<file path="src/rtl/pccard_pkg.sv">
package pccard_pkg;

    typedef enum logic [1:0] {
        SP_COMMON = 2'd0,
        SP_ATTR   = 2'd1,
        SP_IO     = 2'd2
    } space_e;

    typedef enum logic [1:0] {
        ST_IDLE,
        ST_SETUP,
        ST_STROBE,
        ST_HOLD
    } phase_e;

    typedef struct packed {
        logic oe;
        logic we;
        logic ior;
        logic iow;
    } strobe_t;

    typedef struct packed {
        logic [1:0]  space;
        logic        write;
        logic        wide;
        logic        sock;
        logic        byte_mode;
        logic [15:0] wdata;
    } txn_t;

    function automatic logic is_io(input logic [1:0] sp);
        return sp[1];
    endfunction

    function automatic strobe_t strobe_sel(input logic [1:0] sp, input logic wr);
        strobe_t s;
        s.oe  = !is_io(sp) && !wr;
        s.we  = !is_io(sp) &&  wr;
        s.ior =  is_io(sp) && !wr;
        s.iow =  is_io(sp) &&  wr;
        return s;
    endfunction

endpackage

</file>
<file path="src/rtl/pccard_timer.sv">
module pccard_timer #(
    parameter int CFG_W = 4
) (
    input  logic             clk,
    input  logic             rst,
    input  logic             restart,
    input  logic [CFG_W-1:0] limit,
    output logic             expired
);
    logic [CFG_W-1:0] cnt;

    // a limit of zero behaves like one
    assign expired = ({1'b0, cnt} + 1'b1) >= {1'b0, limit};

    always_ff @(posedge clk) begin
        if (rst || restart) begin
            cnt <= '0;
        end else if (!expired) begin
            cnt <= cnt + 1'b1;
        end
    end
endmodule

</file>
<file path="src/rtl/pccard_lane.sv">
module pccard_lane (
    input  logic        phase_wide,
    input  logic        byte_mode,
    input  logic        split,
    input  logic        second,
    input  logic        addr0,
    input  logic [15:0] wdata,
    input  logic [15:0] card_rdata,
    output logic        ce_lo,
    output logic        ce_hi,
    output logic        a0,
    output logic [15:0] lane_wdata,
    output logic [7:0]  rd_byte
);
    logic       hi_lane;
    logic [7:0] wbyte;

    always_comb begin
        hi_lane = !phase_wide && !byte_mode && !split && addr0;
        wbyte   = second ? wdata[15:8] : wdata[7:0];
        if (phase_wide) begin
            ce_lo      = 1'b1;
            ce_hi      = 1'b1;
            a0         = 1'b0;
            lane_wdata = wdata;
        end else begin
            ce_lo      = !hi_lane;
            ce_hi      = hi_lane;
            a0         = split ? second : addr0;
            lane_wdata = {wbyte, wbyte};
        end
        rd_byte = hi_lane ? card_rdata[15:8] : card_rdata[7:0];
    end
endmodule

</file>
<file path="src/rtl/pccard_seq.sv">
module pccard_seq
    import pccard_pkg::*;
#(
    parameter int ADDR_W = 26,
    parameter int CFG_W  = 4
) (
    input  logic              clk,
    input  logic              rst,
    input  logic              req_valid,
    output logic              req_ready,
    input  logic [1:0]        req_space,
    input  logic              req_write,
    input  logic              req_wide,
    input  logic              req_sock,
    input  logic [ADDR_W-1:0] req_addr,
    input  logic [15:0]       req_wdata,
    input  logic              cfg_byte_mode,
    input  logic [CFG_W-1:0]  cfg_setup,
    input  logic [CFG_W-1:0]  cfg_strobe,
    input  logic [CFG_W-1:0]  cfg_hold,
    input  logic              card_wait_n,
    input  logic              card_io16_n,
    input  logic [15:0]       card_rdata,
    output logic [ADDR_W-1:0] card_addr,
    output logic [15:0]       card_wdata,
    output logic              card_reg_n,
    output logic              card_oe_n,
    output logic              card_we_n,
    output logic              card_ior_n,
    output logic              card_iow_n,
    output logic              card_ce_lo_n,
    output logic              card_ce_hi_n,
    output logic              card_sock,
    output logic              done,
    output logic [15:0]       rdata
);
    phase_e             state, state_nx;
    txn_t               txn;
    logic [ADDR_W-1:0]  addr_q;
    logic               split_q, second_q;
    logic               expired, accept, split_now, phase_wide, active;
    logic [CFG_W-1:0]   limit;
    logic               ce_lo, ce_hi, a0;
    logic [7:0]         rd_byte;
    strobe_t            stb;

    assign accept     = req_valid && (state == ST_IDLE);
    assign phase_wide = txn.wide && !split_q;
    assign active     = (state != ST_IDLE);
    assign split_now  = is_io(txn.space) && txn.wide && !txn.byte_mode
                        && card_io16_n && !second_q;

    always_comb begin
        case (state)
            ST_SETUP:  limit = cfg_setup;
            ST_STROBE: limit = cfg_strobe;
            default:   limit = cfg_hold;
        endcase
    end

    always_comb begin
        state_nx = state;
        case (state)
            ST_IDLE:   if (accept) state_nx = ST_SETUP;
            ST_SETUP:  if (expired) state_nx = ST_STROBE;
            ST_STROBE: if (expired && card_wait_n) state_nx = ST_HOLD;
            ST_HOLD:   if (expired) state_nx = (split_q && !second_q) ? ST_SETUP : ST_IDLE;
            default:   state_nx = ST_IDLE;
        endcase
    end

    pccard_timer #(.CFG_W(CFG_W)) i_timer (
        .clk     (clk),
        .rst     (rst),
        .restart (state_nx != state),
        .limit   (limit),
        .expired (expired)
    );

    pccard_lane i_lane (
        .phase_wide (phase_wide),
        .byte_mode  (txn.byte_mode),
        .split      (split_q),
        .second     (second_q),
        .addr0      (addr_q[0]),
        .wdata      (txn.wdata),
        .card_rdata (card_rdata),
        .ce_lo      (ce_lo),
        .ce_hi      (ce_hi),
        .a0         (a0),
        .lane_wdata (card_wdata),
        .rd_byte    (rd_byte)
    );

    always_ff @(posedge clk) begin
        if (rst) begin
            state    <= ST_IDLE;
            txn      <= '0;
            addr_q   <= '0;
            split_q  <= 1'b0;
            second_q <= 1'b0;
            done     <= 1'b0;
            rdata    <= '0;
        end else begin
            state <= state_nx;
            done  <= 1'b0;
            if (accept) begin
                txn.space     <= req_space;
                txn.write     <= req_write;
                txn.wide      <= req_wide;
                txn.sock      <= req_sock;
                txn.byte_mode <= cfg_byte_mode;
                txn.wdata     <= req_wdata;
                addr_q        <= req_addr;
                split_q       <= req_wide && cfg_byte_mode;
                second_q      <= 1'b0;
            end
            if (state == ST_SETUP && state_nx == ST_STROBE && split_now) begin
                split_q <= 1'b1;
            end
            if (state == ST_STROBE && state_nx == ST_HOLD) begin
                if (phase_wide)    rdata       <= card_rdata;
                else if (second_q) rdata[15:8] <= rd_byte;
                else               rdata       <= {8'h00, rd_byte};
            end
            if (state == ST_HOLD && state_nx == ST_SETUP) second_q <= 1'b1;
            if (state == ST_HOLD && state_nx == ST_IDLE)  done     <= 1'b1;
        end
    end

    assign stb          = strobe_sel(txn.space, txn.write);
    assign req_ready    = (state == ST_IDLE);
    assign card_addr    = {addr_q[ADDR_W-1:1], a0};
    assign card_reg_n   = !(active && (txn.space != SP_COMMON));
    assign card_oe_n    = !(state == ST_STROBE && stb.oe);
    assign card_we_n    = !(state == ST_STROBE && stb.we);
    assign card_ior_n   = !(state == ST_STROBE && stb.ior);
    assign card_iow_n   = !(state == ST_STROBE && stb.iow);
    assign card_ce_lo_n = !(active && ce_lo);
    assign card_ce_hi_n = !(active && ce_hi);
    assign card_sock    = txn.sock;

    logic strobing;
    assign strobing = !(card_oe_n && card_we_n && card_ior_n && card_iow_n);


    single_strobe_chk: assert property (@(posedge clk) disable iff (rst)
        $countones({~card_oe_n, ~card_we_n, ~card_ior_n, ~card_iow_n}) <= 1);


    strobe_stable_chk: assert property (@(posedge clk) disable iff (rst)
        (strobing && $past(strobing)) |-> ($stable(card_reg_n) && $stable(card_addr)));


    wait_extend_chk: assert property (@(posedge clk) disable iff (rst)
        (strobing && !card_wait_n) |=> strobing);


    byte_mode_hi_chk: assert property (@(posedge clk) disable iff (rst)
        (active && txn.byte_mode) |-> card_ce_hi_n);


    done_pulse_chk: assert property (@(posedge clk) disable iff (rst)
        done |=> !done);
endmodule

</file>
<file path="config.mk">
export PLATFORM = sky130hd
export DESIGN_NAME = pccard_seq
export DESIGN_NICKNAME = d
export VERILOG_FILES = /design/src/rtl/pccard_pkg.sv /design/src/rtl/pccard_timer.sv /design/src/rtl/pccard_lane.sv /design/src/rtl/pccard_seq.sv
export SDC_FILE = /design/constraint.sdc
export NUM_CORES = 1
export LEC_CHECK = 0
export BUFFER_PORTS_ARGS = -buffer_cell sky130_fd_sc_hd__clkbuf_2
export CAP_MARGIN = 10
export CELL_PAD_IN_SITES_DETAIL_PLACEMENT = 1
export CELL_PAD_IN_SITES_GLOBAL_PLACEMENT = 1
export CORE_ASPECT_RATIO = 0.9
export CORE_MARGIN = 2
export CORE_UTILIZATION = 37
export DETAILED_ROUTE_END_ITERATION = 6
export GPL_TIMING_DRIVEN = 0
export PLACE_DENSITY = 0.95
export SLEW_MARGIN = 0
export SYNTH_ARGS = -nofsm -noshare
export SYNTH_HDL_FRONTEND = slang
export SYNTH_SLANG_ARGS = --single-unit
</file>
<file path="constraint.sdc">
create_clock -name clk -period 4.7 [get_ports clk]
set_input_delay 0.47 -clock clk [delete_from_list [all_inputs] [get_ports clk]]
set_output_delay 0.47 -clock clk [all_outputs]
set_load 0.03 [all_outputs]
</file>
# [Yosys cells after proc, flatten, opt, wreduce, memory -nomap -nowiden]
# Index checks and enable logic that the tools add are counted.
# Widths: inputs -> output; s select.
[totals] input_bits=81 word_cells=97 ff_bits=73 output_inout_bits=68
[classes] add_sub_neg=2 eq_ne=8 mux=22 reduce_logical=50 order_cmp=1
[op_table] operator="$mux 16" n=2
[op_table] operator="$mux 8" n=4
[op_table] operator="$logic_and 1x1->1" n=28
[op_table] operator="$logic_not 1->1" n=14
[op_table] operator="$mux 1" n=10
[op_table] operator="$eq 2x2->1 const B" n=4
[op_table] operator="$mux 2" n=4
[op_table] operator="$pmux 2 s4" n=1
[op_table] operator="$pmux 4 s2" n=1
[op_table] operator="$reduce_bool 2->1" n=4
[op_table] operator="$add 4x1->5 const B" n=1
[op_table] operator="$ge 5x4->1" n=1
[op_table] operator="$add 4x1->4 const B" n=1
[op_table] operator="$eq 2x1->1 const B" n=2
[op_table] operator="$logic_not 2->1" n=2
[op_table] operator="$ne 2x1->1 const B" n=1
[op_table] operator="$ne 2x2->1" n=1
[op_table] operator="$reduce_and 2->1" n=1
[op_table] operator="$logic_or 1x1->1" n=1

# [Longest topological paths before layout]
[logic_depth] ltp_word=10 ltp_mapped=14 mapped_depth_nobuf=11

# [By module]
# A second synthesis with hierarchy kept.
[unflattened] cells_unflattened=485 hier_area_um2=3937.5
[by_module_without_submodules] module="pccard_seq" seq_area_each_um2=1381.3 cells_each=410 area_per_inst_um2=3234.4 n_inst=1
[by_module_without_submodules] module="pccard_timer" seq_area_each_um2=80.1 cells_each=42 area_per_inst_um2=362.8 n_inst=1
[by_module_without_submodules] module="pccard_lane" seq_area_each_um2=0.0 cells_each=33 area_per_inst_um2=340.3 n_inst=1

# [Worst setup path after synthesis]
# No wires, ideal clock.
[synth_path] path_kind="register to register" from="register state[0]" to="register rdata[14]" t_arrival_ns=2.903 setup_time_ns=0.119 synth_period_minus_slack_ns=3.022 setup_slack_ns=1.678 path_stages_with_launch=14 required_ns=4.581 path_buffers=2 path_cell_list="dfxtp_1 inv_1 ha_1 clkbuf_1 a22oi_1 a21oi_1 ha_1 nand2b_4 a211oi_4 o211ai_1 a32oi_4 nor3_4 buf_6 o221a_2"
[synth_between] elab_chain_len=8 word_cells_on_any_way=15 cone_classes="order compare: 1; eq/ne: 4; mux: 6; reduce/logical: 4"
[synth_lines] item="start: declaration" line="pccard_seq.sv:37" rtl="phase_e state, state_nx;"
[synth_lines] item="start signal: assignment" line="pccard_seq.sv:105" rtl="state <= state_nx;"
[synth_lines] item="$eq 2x2->1 or $eq 2x1->1 (tied branches)" line="pccard_seq.sv:54, pccard_seq.sv:63, pccard_seq.sv:121"
[synth_lines] item="$pmux 4 s2" line="pccard_seq.sv:54" rtl="case (state)"
[synth_lines] item="$ge 5x4->1" line="pccard_timer.sv:13" rtl="assign expired = ({1'b0, cnt} + 1'b1) >= {1'b0, limit};"
[synth_lines] item="$logic_and 1x1->1" line="pccard_seq.sv:66" rtl="ST_STROBE: if (expired && card_wait_n) state_nx = ST_HOLD;"
[synth_lines] item="$mux 2" line="pccard_seq.sv:66"
[synth_lines] item="$pmux 2 s4" line="pccard_seq.sv:63" rtl="case (state)"
[synth_lines] item="$eq 2x2->1" line="pccard_seq.sv:121" rtl="if (state == ST_STROBE && state_nx == ST_HOLD) begin"
[synth_lines] item="$logic_and 1x1->1 (*)" line="pccard_seq.sv:121"
[synth_lines] item="end signal: assignment" line="pccard_seq.sv:122" rtl="if (phase_wide) rdata <= card_rdata;"
[synth_lines] item="end signal: assignment" line="pccard_seq.sv:123" rtl="else if (second_q) rdata[15:8] <= rd_byte;"
[synth_lines] item="end signal: assignment" line="pccard_seq.sv:124" rtl="else rdata <= {8'h00, rd_byte};"
[synth_lines] item="end: declaration" line="pccard_seq.sv:35" rtl="output logic [15:0] rdata"
# Mark *: on every way between the ends. The rest lies on a longest branch, timed or not.
# A chain may end at the register's enable or synchronous reset.

# [Worst setup path after layout]
[layout_path] from="register state[0]" to="register done"
[layout_between] elab_chain_len=9 word_cells_on_any_way=16 cone_classes="order compare: 1; eq/ne: 3; mux: 7; reduce/logical: 5"
[layout_lines] item="$eq 2x2->1 or $eq 2x1->1 (tied branches)" line="pccard_seq.sv:54, pccard_seq.sv:63"
[layout_lines] item="$pmux 4 s2" line="pccard_seq.sv:54"
[layout_lines] item="$ge 5x4->1" line="pccard_timer.sv:13"
[layout_lines] item="$logic_and 1x1->1" line="pccard_seq.sv:66"
[layout_lines] item="$mux 2" line="pccard_seq.sv:66"
[layout_lines] item="$pmux 2 s4" line="pccard_seq.sv:63"
[layout_lines] item="$logic_not 2->1" line="pccard_seq.sv:127" rtl="if (state == ST_HOLD && state_nx == ST_IDLE) done <= 1'b1;"
[layout_lines] item="$logic_and 1x1->1 (*)" line="pccard_seq.sv:127"
[layout_lines] item="$mux 1 (*)" line="pccard_seq.sv:127"
[layout_lines] item="end signal: assignment" line="pccard_seq.sv:102" rtl="done <= 1'b0;"
[layout_lines] item="end signal: assignment" line="pccard_seq.sv:106" rtl="done <= 1'b0;"
[layout_lines] item="end signal: assignment" line="pccard_seq.sv:127"
[layout_lines] item="end: declaration" line="pccard_seq.sv:34" rtl="output logic done,"
# Marked as above.

==> summary.txt <==
initial DRC count = 87
CP endpoint kind = register
CORE AREA = 0.00961 mm^2
met2 wire len = 6020 um
Die Wd = 109 um
routed len/inst = 16.5 um
total gr overflow = 0
clk slew on worst S/H paths = 0.09 ns
Final ANT Viol Nets = 0
antenna violations before repair = 0
detailed-route DRC error count = 0
FP Rows = 34
slew margin rel. = 49.7%
Fin. Hold Viols = 0
hold buffer count at cts = 0
Final min period = 3.84 ns
count leader, synth = nand2_1
Initial Util = 37.8%
clock skew = 0.0134 ns
Synth top cells by count = nand2_1, dfxtp_1, a21oi_1, clkbuf_1, mux2_2
post-synthesis adder-cell area fraction = 3.44%
die area = 0.0106 mm^2
all-layer global routing usage = 22.9%
Die H = 98.1 um
Top Ports = 149
mux share of post-synthesis cell area = 7.43%
area growth from synthesis to layout = 30.3%
dpl cell area = 0.00453 mm^2
clock buffer depth = 2
HP Class = in2reg
Synth Flop Type = dfxtp_1
post-synthesis simple-gate area fraction = 20.1%
fin. max-slew vios = 0
Post-CTS Resized = 0
final instance area = 0.00474 mm^2
Post-CTS Setup Bufs = 0
Final Wtd Congestion = 0.877
Total Nets Final = 676
CTS Buf Count = 9
worst hold slack = 0.315 ns
Max VDD drop = 228 uV
Synth area leaders = dfxtp_1, nand2_1, a21oi_1
register area share after synthesis = 40.2%
clock sink count = 73
largest family of logic cells by synthesized area = compound AO/OA/AOI/OAI gates
met1 WL = 4940 um
via count of the first global-routing pass = 3,969
synth warn = 0
RSZ-0062 raised after global routing = no
DR top layer = met4
vias per cell = 5.29
area leader, netlist = dfxtp_1
DRT Pass-1 Iters = 5
wire length after detailed routing = 11,800 um
CP Data Arrival Time = 4.08 ns
Port Buf Inserts = 147
CP Max Fanout = 10
Final Util = 49.3%
Slew @ Worst Pin = 0.751 ns
wire length on met3 = 752 um
Clk Latency, worst-skew pair = 0.36 ns
share of post-route cells with drive strength above 1 = 34.2%
fin crit share = 81.7%
ys async rst share = 0%
Critical Path RT = 4.94 ns
power per cell area = 538 mW/mm^2
CTS tree = built
Crit Path Class = reg2reg
compound-gate portion of the synthesized area = 24.1%
root buf cell = clkbuf_8
number of enable flip-flop cells after synthesis = 0
CP Launch Type = register
Netlist cell types = 55
#FFs+latches synth = 73
DP HPWL = 9250 um
syn avg cell area = 8.52 um^2
status = completed
Post-Syn Area = 0.00364 mm^2
first-pass GRT wire length = 19,500 um
Ant. Diodes = 0
largest net degree at the start of global routing = 16
post-synth top area share = 40.2%
Synth Net Count = 518
via count = 3,791
Synth Instances = 427
# setup viols final = 0
# H-tree levels = 3
Sum Neg Setup Slack = 0 ns
Leak Pwr = 2.06 nW
Max Cap Viol = 0
Max Freq = 260 MHz
post-synthesis xor/xnor area fraction = 0.963%
[worst max-delay path: stages (launching register included)]
cell and delay, ns:
dfxtp_1 0.40, inv_1 0.18, ha_1 0.25, clkbuf_1 0.41, a22oi_1 0.12, nand2_1 0.10
o21ai_0 0.10, ha_1 0.28, o21ai_0 0.45, o21a_2 0.32, o22ai_1 0.17, o31ai_1 0.58
nor3b_1 0.36
[registers in the layout, indices dropped and copies added, names as in the netlist]
| name | cells |
|---|---|
| split_q | 1 |
| state | 2 |
| addr_q | 26 |
| second_q | 1 |
| card_sock | 1 |
| txn | 21 |
| rdata | 16 |
| i_timer.cnt | 4 |
| done | 1 |
[final timing paths]
kind,startpoint,endpoint,slack [ns],cells after the start
worst min register to register,addr_q[15],addr_q[15],0.46,2
worst min-delay path,req_addr[9],addr_q[9],0.31,3
worst max-delay path,state[0],done,0.86,12
worst max register to register,state[0],done,0.86,12
[where the power goes]
group | switching [W] | internal, W
Combinational | 0.000823 | 0.000414
Clock | 0.000270 | 0.000256
Sequential | 0.0000739 | 0.000712
[layer usage]
layer | vias up | global-route usage [%]
li1 | 1835 | -
met1 | 1841 | 27.4
met2 | 105 | 39.8
met3 | 10 | 7.01
met4 | 0 | 5.72
met5 | - | 0
[cells in the final DEF (no fill, tap or decap), types with 9 or more instances in the layout]
master    instances
a21oi_1          58
clkbuf_1         21
clkbuf_8          9
and2_1            9
nand2_1         109
clkbuf_2        147
dfxtp_1          73
ha_1             10
mux2i_1           9
nor2_1           10
mux2_2           16
o21ai_0           9
[stage by stage]
step,power [W],std cells,setup slack (ns)
after CTS,0.00256,716,0.949
after global placement,0.00198,700,1.14
after global routing,0.00273,716,0.562
after detailed placement,0.00203,700,1.01
final,0.00255,716,0.860
after floorplan,0.00168,427,1.68
[logic make-up (layout without fill, tap and decap cells)]
group                      count (synthesis)  count (layout)
xor gates and xnor gates                   4               4
buffers and inverters                     33             196
muxes                                     25              25
and+or+nand+nor                          159             159
adders and majority gates                 10              10
AOI/OAI and AO/OA                        123             123
DFF                                       73              73
[area by class of cell]
type / count / area (um^2)
Buffer: 30 / 128
Clock buffer: 9 / 124
Clock inverter: 7 / 83.8
Fill cell: 1224 / 4870
Inverter: 3 / 11.3
Multi-Input combinational cell: 321 / 2040
Sequential cell: 73 / 1460
Tap cell: 126 / 158
Timing Repair Buffer: 147 / 736
Note: power is estimated with default switching activity, not from simulation.
